[src/rtl/idct_pkg.sv]
package idct_pkg;
  localparam int COEF_W = 16;
  localparam int COEF_FRAC = 14;

  typedef enum logic [1:0] {ST_IDLE, ST_LOAD, ST_CALC} idct_state_e;

  // round(2^13 * cos(k*pi/16)), k = 0..8
  function automatic logic signed [COEF_W-1:0] cos_half(input int k);
    case (k)
      0: return 16'sd8192;
      1: return 16'sd8035;
      2: return 16'sd7568;
      3: return 16'sd6811;
      4: return 16'sd5793;
      5: return 16'sd4551;
      6: return 16'sd3135;
      7: return 16'sd1598;
      default: return 16'sd0;
    endcase
  endfunction

  function automatic logic signed [COEF_W-1:0] idct_coef(input int x, input int u);
    int m;
    if (u == 0) return cos_half(4);  // 1/(2*sqrt2) == cos(pi/4)/2
    m = ((2 * x + 1) * u) % 32;
    if (m <= 8)       return cos_half(m);
    else if (m <= 16) return -cos_half(16 - m);
    else if (m <= 24) return -cos_half(m - 16);
    else              return cos_half(32 - m);
  endfunction
endpackage

[src/rtl/idct_coef_rom.sv]
module idct_coef_rom
  import idct_pkg::*;
#(
  parameter int N = 8,
  localparam int IW = $clog2(N)
) (
  input  logic [IW-1:0]             x_i,
  input  logic [IW-1:0]             u_i,
  output logic signed [COEF_W-1:0]  coef_o
);
  logic signed [COEF_W-1:0] tbl [N*N];

  for (genvar gx = 0; gx < N; gx++) begin : g_row
    for (genvar gu = 0; gu < N; gu++) begin : g_col
      assign tbl[gx*N+gu] = idct_coef(gx, gu);
    end
  end

  assign coef_o = tbl[{x_i, u_i}];
endmodule

[src/rtl/idct_mac.sv]
module idct_mac #(
  parameter int A_W   = 11,
  parameter int B_W   = 16,
  parameter int ACC_W = 30,
  localparam int P_W  = A_W + B_W
) (
  input  logic                     clk_i,
  input  logic                     rst_ni,
  input  logic                     en_i,
  input  logic                     clr_i,
  input  logic signed [A_W-1:0]    a_i,
  input  logic signed [B_W-1:0]    b_i,
  output logic signed [ACC_W-1:0]  sum_o
);
  logic signed [P_W-1:0]   prod;
  logic signed [ACC_W-1:0] acc_q;

  assign prod  = a_i * b_i;
  assign sum_o = (clr_i ? '0 : acc_q) + ACC_W'(prod);

  always_ff @(posedge clk_i or negedge rst_ni) begin
    if (!rst_ni)   acc_q <= '0;
    else if (en_i) acc_q <= sum_o;
  end
endmodule

[src/rtl/idct_round_sat.sv]
module idct_round_sat #(
  parameter int ACC_W = 30,
  parameter int OUT_W = 15,
  parameter int RSH   = 11
) (
  input  logic signed [ACC_W-1:0] acc_i,
  output logic signed [OUT_W-1:0] res_o
);
  localparam logic signed [ACC_W-1:0] HALF = ACC_W'(1) <<< (RSH - 1);
  localparam logic signed [ACC_W-1:0] MAXV = (ACC_W'(1) <<< (OUT_W - 1)) - ACC_W'(1);
  localparam logic signed [ACC_W-1:0] MINV = -(ACC_W'(1) <<< (OUT_W - 1));

  logic signed [ACC_W-1:0] biased, shifted;

  assign biased  = acc_i + HALF;
  assign shifted = biased >>> RSH;

  always_comb begin
    if (shifted > MAXV)      res_o = OUT_W'(MAXV);
    else if (shifted < MINV) res_o = OUT_W'(MINV);
    else                     res_o = OUT_W'(shifted);
  end
endmodule

[src/rtl/idct_1d_mac.sv]
module idct_1d_mac
  import idct_pkg::*;
#(
  parameter int IN_W  = 11,
  parameter int OUT_W = 15,
  parameter int RSH   = 11,
  parameter int N     = 8,
  localparam int IW    = $clog2(N),
  localparam int CW    = 2 * IW,
  localparam int ACC_W = IN_W + COEF_W + IW
) (
  input  logic                    clk_i,
  input  logic                    rst_ni,
  input  logic                    valid_i,
  input  logic                    sov_i,
  input  logic signed [IN_W-1:0]  sample_i,
  output logic                    busy_o,
  output logic                    res_valid_o,
  output logic [IW-1:0]           res_idx_o,
  output logic signed [OUT_W-1:0] res_o
);
  idct_state_e              state_q;
  logic [IW-1:0]            ld_q;
  logic [CW-1:0]            cnt_q;
  logic signed [IN_W-1:0]   smp_q [N];
  logic [IW-1:0]            x_idx, u_idx;
  logic signed [COEF_W-1:0] coef;
  logic signed [ACC_W-1:0]  sum;
  logic signed [OUT_W-1:0]  rnd;
  logic                     calc, last_u;

  assign x_idx  = cnt_q[CW-1:IW];
  assign u_idx  = cnt_q[IW-1:0];
  assign calc   = (state_q == ST_CALC);
  assign last_u = (u_idx == IW'(N - 1));
  assign busy_o = (state_q != ST_IDLE);

  always_ff @(posedge clk_i or negedge rst_ni) begin
    if (!rst_ni) begin
      state_q <= ST_IDLE;
      ld_q    <= '0;
      cnt_q   <= '0;
      for (int i = 0; i < N; i++) smp_q[i] <= '0;
    end else begin
      case (state_q)
        ST_IDLE: if (valid_i && sov_i) begin
          smp_q[0] <= sample_i;
          ld_q     <= IW'(1);
          state_q  <= ST_LOAD;
        end
        ST_LOAD: if (valid_i) begin
          smp_q[ld_q] <= sample_i;
          ld_q        <= ld_q + IW'(1);
          if (ld_q == IW'(N - 1)) begin
            state_q <= ST_CALC;
            cnt_q   <= '0;
          end
        end
        ST_CALC: begin
          cnt_q <= cnt_q + CW'(1);
          if (cnt_q == CW'(N * N - 1)) state_q <= ST_IDLE;
        end
        default: state_q <= ST_IDLE;
      endcase
    end
  end

  idct_coef_rom #(.N(N)) i_rom (
    .x_i    (x_idx),
    .u_i    (u_idx),
    .coef_o (coef)
  );

  idct_mac #(.A_W(IN_W), .B_W(COEF_W), .ACC_W(ACC_W)) i_mac (
    .clk_i  (clk_i),
    .rst_ni (rst_ni),
    .en_i   (calc),
    .clr_i  (u_idx == '0),
    .a_i    (smp_q[u_idx]),
    .b_i    (coef),
    .sum_o  (sum)
  );

  idct_round_sat #(.ACC_W(ACC_W), .OUT_W(OUT_W), .RSH(RSH)) i_rnd (
    .acc_i (sum),
    .res_o (rnd)
  );

  always_ff @(posedge clk_i or negedge rst_ni) begin
    if (!rst_ni) begin
      res_valid_o <= 1'b0;
      res_idx_o   <= '0;
      res_o       <= '0;
    end else begin
      res_valid_o <= calc && last_u;
      if (calc && last_u) begin
        res_idx_o <= x_idx;
        res_o     <= rnd;
      end
    end
  end
endmodule

[config.mk]
export PLATFORM = sky130hd
export DESIGN_NAME = idct_1d_mac
export DESIGN_NICKNAME = d
export VERILOG_FILES = /design/src/rtl/idct_pkg.sv /design/src/rtl/idct_coef_rom.sv /design/src/rtl/idct_mac.sv /design/src/rtl/idct_round_sat.sv /design/src/rtl/idct_1d_mac.sv
export SDC_FILE = /design/constraint.sdc
export NUM_CORES = 1
export LEC_CHECK = 0
export BUFFER_PORTS_ARGS = -buffer_cell sky130_fd_sc_hd__buf_2
export CORE_AREA = 2 2 136 191
export CTS_CLUSTER_DIAMETER = 80
export CTS_CLUSTER_SIZE = 20
export DETAILED_ROUTE_END_ITERATION = 6
export DIE_AREA = 0 0 138 193
export HOLD_SLACK_MARGIN = 0.06
export PLACE_DENSITY = 0.85
export SLEW_MARGIN = 40
export SYNTH_ARGS = -nofsm -noshare
export SYNTH_HDL_FRONTEND = slang
export SYNTH_SLANG_ARGS = --single-unit
[constraint.sdc]
create_clock -name clk_i -period 25.4 [get_ports clk_i]
set_input_delay 3.81 -clock clk_i [delete_from_list [all_inputs] [get_ports clk_i]]
set_output_delay 3.81 -clock clk_i [all_outputs]
set_load 0.01 [all_outputs]
==> insert_results.sql, run 1 <==
INSERT INTO impl_metrics (metric_group, metric, value, unit) VALUES
('run_status', 'run_status', 'finished clean', ''),
('clock_tree', 'holdBufCountCts', '0', ''),
('synthesis', 'synthCells', '1744', ''),
('timing', 'worst-slew-pin-transition', '841', 'ps'),
('timing', 'rsz0062_at_grt', 'no', ''),
('setup_path', 'timing.critical_path.slowest_stage_cell', 'sky130_fd_sc_hd__dfrtp_4', ''),
('route', 'detail_route.drc_violations', '0', ''),
('clock_tree', 'postCtsResizedCells', '0', ''),
('route', 'drt.antenna.violating_nets', '0', ''),
('worst_hold_path', 'holdCritPathClass', 'flop to flop', ''),
('synthesis', 'post-synth-top-area-cell', 'sky130_fd_sc_hd__dfrtp_1', ''),
('clock_tree', 'cts_inserted_buffers', '17', ''),
('floorplan', 'initial_core_util', '63.8', '%'),
('clock_tree', 'clock_root_buffer', 'sky130_fd_sc_hd__clkbuf_16', ''),
('route', 'via_count', '13186', ''),
('setup_path', 'worstReg2RegEnd', 'res_o[0]', ''),
('timing', 'period_share', '46.7', '%'),
('job', 'cap_viol_max_count', '0', ''),
('synthesis', 'postSynthNetCount', '2013', ''),
('synthesis', 'synth_top_cells_by_area', 'sky130_fd_sc_hd__dfrtp_1 (23%), sky130_fd_sc_hd__fa_1 (19%), sky130_fd_sc_hd__ha_1 (8.0%), sky130_fd_sc_hd__mux2_2 (6.3%), sky130_fd_sc_hd__inv_1 (4.9%)', ''),
('setup_path', 'critical_path_class', 'flop to flop', ''),
('final_layout', 'area.sequential', '3710', 'um2'),
('placement', 'gpl.final_weighted_congestion', '0.981', ''),
('synthesis', 'synthesis_warnings', '0', ''),
('synthesis', 'number_of_distinct_library_cells_after_synthesis', '71', ''),
('floorplan', 'die_w', '138', 'um'),
('setup_path', 'setup.worst_path.start_class', 'flop', ''),
('route', 'first_pass_detailed_route_iteration_total', '7', ''),
('setup_path', 'critical_path_required', '25710', 'ps'),
('global_route', 'global_route_wire_length_before_repair', '70400', 'um'),
('timing', 'finalClockSkew', '9.40', 'ps'),
('setup_path', 'critical_path.max_fanout', '37', ''),
('placement', 'place.detailed.hpwl', '30800', 'um'),
('global_route', 'grt.overflow.total', '0', ''),
('synthesis', 'synth_async_sr_flop_share', '100', '%'),
('synthesis', 'synth_top_cell_area_share', '23.2', '%'),
('route', 'drt_wl_total', '43000', 'um'),
('setup_path', 'timing.critical_path.slowest_cell_delay', '840', 'ps'),
('global_route', 'initial_antenna_violation_count', '1', ''),
('final_layout', 'multi_input_area', '11200', 'um2'),
('setup_path', 'timing.critical_path.max_delay_family', 'compound AO/OA/AOI/OAI gates', ''),
('timing', 'fin_tns_setup', '0', 'ps'),
('clock_tree', 'cts_tree', 'yes', ''),
('setup_path', 'cp-startpoint', 'cnt_q[0]', ''),
('clock_tree', 'htreeDepth', '4', ''),
('final_layout', 'final_cell_area', '16900', 'um2'),
('placement', 'io_buffers', '34', ''),
('route', 'drt-wirelength-per-cell', '20.9', 'um'),
('floorplan', 'number_of_placement_rows', '69', ''),
('clock_tree', 'postCtsSetupBuffers', '0', ''),
('clock_tree', 'clockBufferDepth', '2', ''),
('setup_path', 'rr_worst_depth', '38', ''),
('floorplan', 'ios', '35', ''),
('clock_tree', 'path_clk_slew', '70', 'ps'),
('route', 'post_drt_via_cell_ratio', '6.42', ''),
('worst_hold_path', 'worstHoldPathCells', '2', ''),
('final_layout', 'most-common-layout-cells', 'sky130_fd_sc_hd__inv_1 (209), sky130_fd_sc_hd__nand2_1 (209), sky130_fd_sc_hd__fa_1 (152), sky130_fd_sc_hd__dfrtp_1 (146), sky130_fd_sc_hd__nor2_1 (107)', ''),
('setup_path', 'r2r_start', 'cnt_q[0]', ''),
('floorplan', 'die_area', '26600', 'um2'),
('setup_path', 'crit_buf_inv', '3', ''),
('synthesis', 'yosysSeqAreaShare', '23.2', '%'),
('floorplan', 'die_h', '193', 'um'),
('setup_path', 'worst_ep_arrival_time', '12180', 'ps'),
('timing', 'setup-violations-final', '0', ''),
('setup_path', 'path_common_cell', 'sky130_fd_sc_hd__fa_1', ''),
('timing', 'report.final.hold_viol_count', '0', ''),
('global_route', 'grt_max_degree', '82', ''),
('global_route', 'global_route.usage.total', '33.4', '%'),
('synthesis', 'yosys_register_bits', '148', ''),
('timing', 'finalCriticalPeriod', '11870', 'ps'),
('route', 'drtIter0Drc', '1288', '');
layout make-up:
class	instances	share of cell area, %
multi-input cells	1294	66.1
flip-flops and latches	148	21.9
inverters	210	4.65
clock buffers	21	2.72
well taps	319	2.36
repair buffers	50	1.77
clock inverters	11	0.539
diodes	1	0.0148
metal layers:
layer,up-vias,routed length (um),global-route usage [%]
li1,5838,-,-
met1,6403,15000,37.5
met2,720,21700,59.0
met3,225,3210,5.88
met4,0,3090,22.0
met5,-,0,0
flip-flops by register name (all words and copies together), names as in the netlist:
register     flops
ld_q             3
cnt_q            6
res_valid_o      1
state_q          2
res_idx_o        3
res_o           15
i_mac.acc_q     30
smp_q           88
cells by family (layout without fill, tap and decap cells):
family / Yosys count / count (layout) / share of synthesized area [%]
mux: 129 / 129 / 10.9
simple gates: 517 / 517 / 15.4
fa+ha+maj: 254 / 254 / 27.1
compound gates: 337 / 337 / 13.1
xor+xnor: 57 / 57 / 3.17
buf+inv: 302 / 292 / 7.16
other cells: 0 / 1 / 0
flops: 148 / 148 / 23.2
worst register-to-register path, delay by kind of cell, from the launching register on:
| family | cells | cell delay, ps |
|---|---|---|
| adders and majority gates | 8 | 3880 |
| AOI/OAI and AO/OA | 17 | 4320 |
| muxes | 1 | 320 |
| and+or+nand+nor | 7 | 1590 |
| DFF | 1 | 840 |
| xor gates and xnor gates | 2 | 340 |
| buffers and inverters | 3 | 430 |
worst min-delay path by stage:
stage / endpoint / slack (ps) / from
final: i_mac.acc_q[9] / 470 / i_mac.acc_q[9]
after global routing: i_mac.acc_q[18] / 490 / i_mac.acc_q[18]
after CTS: i_mac.acc_q[0] / 470 / i_mac.acc_q[0]
after detailed placement: i_mac.acc_q[0] / 460 / i_mac.acc_q[0]
after global placement: i_mac.acc_q[1] / 450 / i_mac.acc_q[1]
after floorplan: i_mac.acc_q[0] / 440 / i_mac.acc_q[0]
metrics by stage:
stage / setup slack, ps / instances / hold slack [ps]
4_1_cts: 13680 / 2053 / 471
3_5_place_dp: 13770 / 2021 / 456
3_3_place_gp: 13500 / 2021 / 449
6_report: 13530 / 2054 / 473
2_1_floorplan: 15140 / 1744 / 437
5_1_grt: 12720 / 2054 / 487
Yosys cell counts (5+ instances only):
cell / count
sky130_fd_sc_hd__fa_1: 152
sky130_fd_sc_hd__xor2_1: 19
sky130_fd_sc_hd__nand2_1: 210
sky130_fd_sc_hd__nand3_1: 22
sky130_fd_sc_hd__o211ai_1: 12
sky130_fd_sc_hd__clkbuf_1: 71
sky130_fd_sc_hd__mux4_2: 27
sky130_fd_sc_hd__nand2b_1: 16
sky130_fd_sc_hd__o311ai_0: 8
sky130_fd_sc_hd__o21bai_1: 7
sky130_fd_sc_hd__nand4_1: 6
sky130_fd_sc_hd__o22ai_1: 11
sky130_fd_sc_hd__a311oi_1: 7
sky130_fd_sc_hd__a31oi_1: 14
sky130_fd_sc_hd__nor3_1: 20
sky130_fd_sc_hd__o21a_1: 12
sky130_fd_sc_hd__nor4_1: 8
sky130_fd_sc_hd__nor2_1: 108
sky130_fd_sc_hd__and3_1: 9
sky130_fd_sc_hd__o31ai_1: 5
sky130_fd_sc_hd__ha_1: 102
sky130_fd_sc_hd__mux2_2: 90
sky130_fd_sc_hd__or3_1: 9
sky130_fd_sc_hd__mux2i_1: 12
sky130_fd_sc_hd__nor3b_1: 6
sky130_fd_sc_hd__nor2b_1: 40
sky130_fd_sc_hd__dfrtp_1: 148
sky130_fd_sc_hd__a211o_1: 6
sky130_fd_sc_hd__xnor2_1: 37
sky130_fd_sc_hd__a22o_1: 7
sky130_fd_sc_hd__and2_1: 33
sky130_fd_sc_hd__a211oi_1: 15
sky130_fd_sc_hd__buf_1: 16
sky130_fd_sc_hd__or2_2: 7
sky130_fd_sc_hd__nand3b_1: 8
sky130_fd_sc_hd__a21oi_1: 90
sky130_fd_sc_hd__a21boi_0: 5
sky130_fd_sc_hd__inv_1: 210
sky130_fd_sc_hd__o21ai_0: 98
sky130_fd_sc_hd__a21o_1: 14
Power of run 1 is not shown: default switching activity piles up to over one toggle a cycle in this logic, so the estimate is an artifact.
==> run 2, diff against run 1 <==
--- a/config.mk
+++ b/config.mk
@@ -6,13 +6,13 @@
 export NUM_CORES = 1
 export LEC_CHECK = 0
 export BUFFER_PORTS_ARGS = -buffer_cell sky130_fd_sc_hd__buf_2
-export CORE_AREA = 2 2 136 191
+export CORE_AREA = 2 2 143 200
 export CTS_CLUSTER_DIAMETER = 80
 export CTS_CLUSTER_SIZE = 20
 export DETAILED_ROUTE_END_ITERATION = 6
-export DIE_AREA = 0 0 138 193
+export DIE_AREA = 0 0 145 202
 export HOLD_SLACK_MARGIN = 0.06
-export PLACE_DENSITY = 0.85
+export PLACE_DENSITY = 0.82
 export SLEW_MARGIN = 40
 export SYNTH_ARGS = -nofsm -noshare
 export SYNTH_HDL_FRONTEND = slang
==> constraint.sdc (replaced) <==
create_clock -name clk_i -period 10.8 [get_ports clk_i]
set_input_delay 1.62 -clock clk_i [delete_from_list [all_inputs] [get_ports clk_i]]
set_output_delay 1.62 -clock clk_i [all_outputs]
set_load 0.01 [all_outputs]
==> insert_results.sql, run 2 (synthesis gave the netlist of run 1 again) <==
INSERT INTO impl_metrics (metric_group, metric, value, unit) VALUES
('route', 'met2WireLength', '22100', 'um'),
('floorplan', 'initial_core_util', '58.1', '%'),
('floorplan', 'number_of_placement_rows', '72', ''),
('global_route', 'global_route.usage.total', '29.7', '%'),
('global_route', 'initial_antenna_violation_count', '0', ''),
('timing', 'report.final.slew_viol_count', '0', ''),
('final_layout', 'nets', '2023', ''),
('clock_tree', 'path_clk_slew', '80', 'ps'),
('route', 'drt.antenna.violating_nets', '0', ''),
('route', 'maxUsedRoutingLayer', 'met4', ''),
('placement', 'place.detailed.hpwl', '31400', 'um'),
('final_layout', 'registers.top_by_ff_count', 'smp_q', ''),
('clock_tree', 'clock_sinks', '148', ''),
('timing', 'setup-violations-final', '0', ''),
('timing', 'period_share', '96.0', '%'),
('global_route', 'grt.overflow.total', '0', ''),
('route', 'drt_wl_total', '42900', 'um'),
('timing', 'finalCriticalPeriod', '10360', 'ps'),
('setup_path', 'worst_ep_arrival_time', '10660', 'ps'),
('timing', 'finalClockSkew', '21.9', 'ps'),
('final_layout', 'filler_cell_count', '2138', ''),
('final_layout', 'multi_input_area', '11200', 'um2'),
('setup_path', 'timing.critical_path.slowest_cell_delay', '650', 'ps'),
('worst_hold_path', 'holdCritPathClass', 'flop to flop', ''),
('setup_path', 'r2r_setup_slack', '440', 'ps'),
('timing', 'worst-slew-pin-transition', '862', 'ps'),
('global_route', 'global_route_wire_length_before_repair', '69400', 'um'),
('route', 'drtIter0Drc', '1442', ''),
('final_layout', 'largest_register_ffs', '88', ''),
('floorplan', 'design.core.area', '27500', 'um2'),
('placement', 'io_buffers', '34', ''),
('final_layout', 'area.growth.synth_to_final', '8.83', '%'),
('timing', 'holdWs', '470', 'ps'),
('final_layout', 'layout_commonest_cell', 'sky130_fd_sc_hd__nand2_1', ''),
('final_layout', 'diodes', '0', ''),
('floorplan', 'ios', '35', ''),
('route', 'detail_route.drc_violations', '0', ''),
('final_layout', 'fin_cells', '2136', ''),
('route', 'wl_met3', '2560', 'um'),
('final_layout', 'post_route_cells_drive_above_1_share', '15.5', '%'),
('global_route', 'grt_max_degree', '86', ''),
('floorplan', 'die_w', '145', 'um'),
('placement', 'post-place-ws', '144', 'ps'),
('final_layout', 'most-common-layout-cells', 'sky130_fd_sc_hd__nand2_1 (210), sky130_fd_sc_hd__inv_1 (209), sky130_fd_sc_hd__fa_1 (152), sky130_fd_sc_hd__dfrtp_1 (145), sky130_fd_sc_hd__nor2_1 (106)', ''),
('floorplan', 'die_area', '29300', 'um2'),
('run_status', 'run_status', 'finished clean', ''),
('clock_tree', 'clockBufferDepth', '2', ''),
('route', 'via_count', '13318', ''),
('timing', 'worst_slack', '437', 'ps'),
('timing', 'fin_tns_setup', '0', 'ps'),
('route', 'drt-wirelength-per-cell', '20.1', 'um'),
('final_layout', 'largest_registers_in_the_final_layout', 'smp_q x88, i_mac.acc_q x30, res_o x15', ''),
('route', 'first_pass_detailed_route_iteration_total', '6', ''),
('placement', 'placed_cells_incl_taps', '2097', ''),
('route', 'met1_layer_wirelength_in_the_final_routing', '15400', 'um'),
('clock_tree', 'clock_root_buffer', 'sky130_fd_sc_hd__clkbuf_16', ''),
('clock_tree', 'htreeDepth', '4', ''),
('setup_path', 'critical_path_class', 'flop to flop', ''),
('setup_path', 'critical_path_required', '11100', 'ps'),
('setup_path', 'timing.critical_path.slowest_stage_cell', 'sky130_fd_sc_hd__mux4_2', ''),
('timing', 'fmax', '0.0965', 'GHz'),
('setup_path', 'path_common_cell', 'sky130_fd_sc_hd__fa_1', ''),
('global_route', 'via_count_of_the_first_global_routing_pass', '13640', ''),
('clock_tree', 'cts_tree', 'yes', ''),
('clock_tree', 'clock_insertion_delay_at_the_later_pin_of_the_skew_report', '440', 'ps'),
('floorplan', 'die_h', '202', 'um'),
('clock_tree', 'cts_inserted_buffers', '17', ''),
('placement', 'gpl.final_weighted_congestion', '0.954', ''),
('setup_path', 'setup.worst_path.start_class', 'flop', ''),
('setup_path', 'critical_path.max_fanout', '11', ''),
('timing', 'worst_slew_margin_rel', '42.3', '%'),
('setup_path', 'crit_path_end_kind', 'flop', ''),
('final_layout', 'area.sequential', '3710', 'um2'),
('job', 'cap_viol_max_count', '0', ''),
('timing', 'report.final.hold_viol_count', '0', ''),
('route', 'post_drt_via_cell_ratio', '6.24', '');
==> run 2: changes by cell type in the layout (fill, tap and decap cells not counted), moves of 2 or more <==
cell,previous run,this run
sky130_fd_sc_hd__xnor2_2,0,3
sky130_fd_sc_hd__buf_4,15,43
sky130_fd_sc_hd__a21oi_1,86,88
sky130_fd_sc_hd__o311ai_1,0,2
sky130_fd_sc_hd__bufinv_16,0,2
sky130_fd_sc_hd__a21oi_2,4,2
sky130_fd_sc_hd__ha_2,0,2
sky130_fd_sc_hd__clkbuf_1,2,0
sky130_fd_sc_hd__ha_1,102,100
sky130_fd_sc_hd__buf_12,0,2
sky130_fd_sc_hd__buf_6,2,4
sky130_fd_sc_hd__o311ai_2,2,0
sky130_fd_sc_hd__xnor2_1,37,34
sky130_fd_sc_hd__dfrtp_2,1,3
==> run 2: what timing repair did <==
action | in CTS | in global routing
endpoints found under the setup margin | 0 | 15
buffers inserted | 0 | 7
hold buffers | 0 | 0
endpoints found under the hold margin | 0 | 0
resized for setup | 0 | 23
==> run 2: stage by stage <==
stage                     utilization (%)  area (um2)
after floorplan                         -       16000
after global placement               60.4       16600
after detailed placement             60.5       16600
after CTS                            62.6       17200
after global routing                 63.2       17400
final                                63.2       17400
==> run 2: final cells by class <==
type                            count  area share, %
Inverter                          210           4.56
Clock buffer                       18           2.53
Sequential cell                   148           21.3
Timing Repair Buffer               83           3.38
Tap cell                          370           2.66
Multi-Input combinational cell   1294           64.7
Clock inverter                     13          0.850
==> run 2: worst max-delay path, delay by kind of cell, from the launching register on <==
| family | cells | cell delay [ps] |
|---|---|---|
| muxes | 2 | 920 |
| buffers and inverters | 5 | 500 |
| adders and majority gates | 8 | 3590 |
| DFF | 1 | 370 |
| xor gates and xnor gates | 2 | 360 |
| and+or+nand+nor | 6 | 1310 |
| AOI/OAI and AO/OA | 16 | 3160 |
==> run 2: per-layer routing <==
| metal | track usage, % | vias up |
|---|---|---|
| met3 | 4.60 | 204 |
| met1 | 33.7 | 6585 |
| met4 | 17.9 | 0 |
| met5 | 0 | - |
| li1 | - | 5886 |
| met2 | 52.7 | 643 |
==> run 2: path summary, 6_finish.rpt <==
path                                      from  cells after the start              to
worst max-delay path                  cnt_q[0]                     39        res_o[7]
worst min-delay path            i_mac.acc_q[1]                      2  i_mac.acc_q[1]
worst max register to register        cnt_q[0]                     39        res_o[7]
worst min register to register  i_mac.acc_q[1]                      2  i_mac.acc_q[1]
max in group asynchronous               rst_ni                      2        cnt_q[2]
min in group asynchronous               rst_ni                      1       smp_q[65]
Power of run 2 is left out for the same reason.
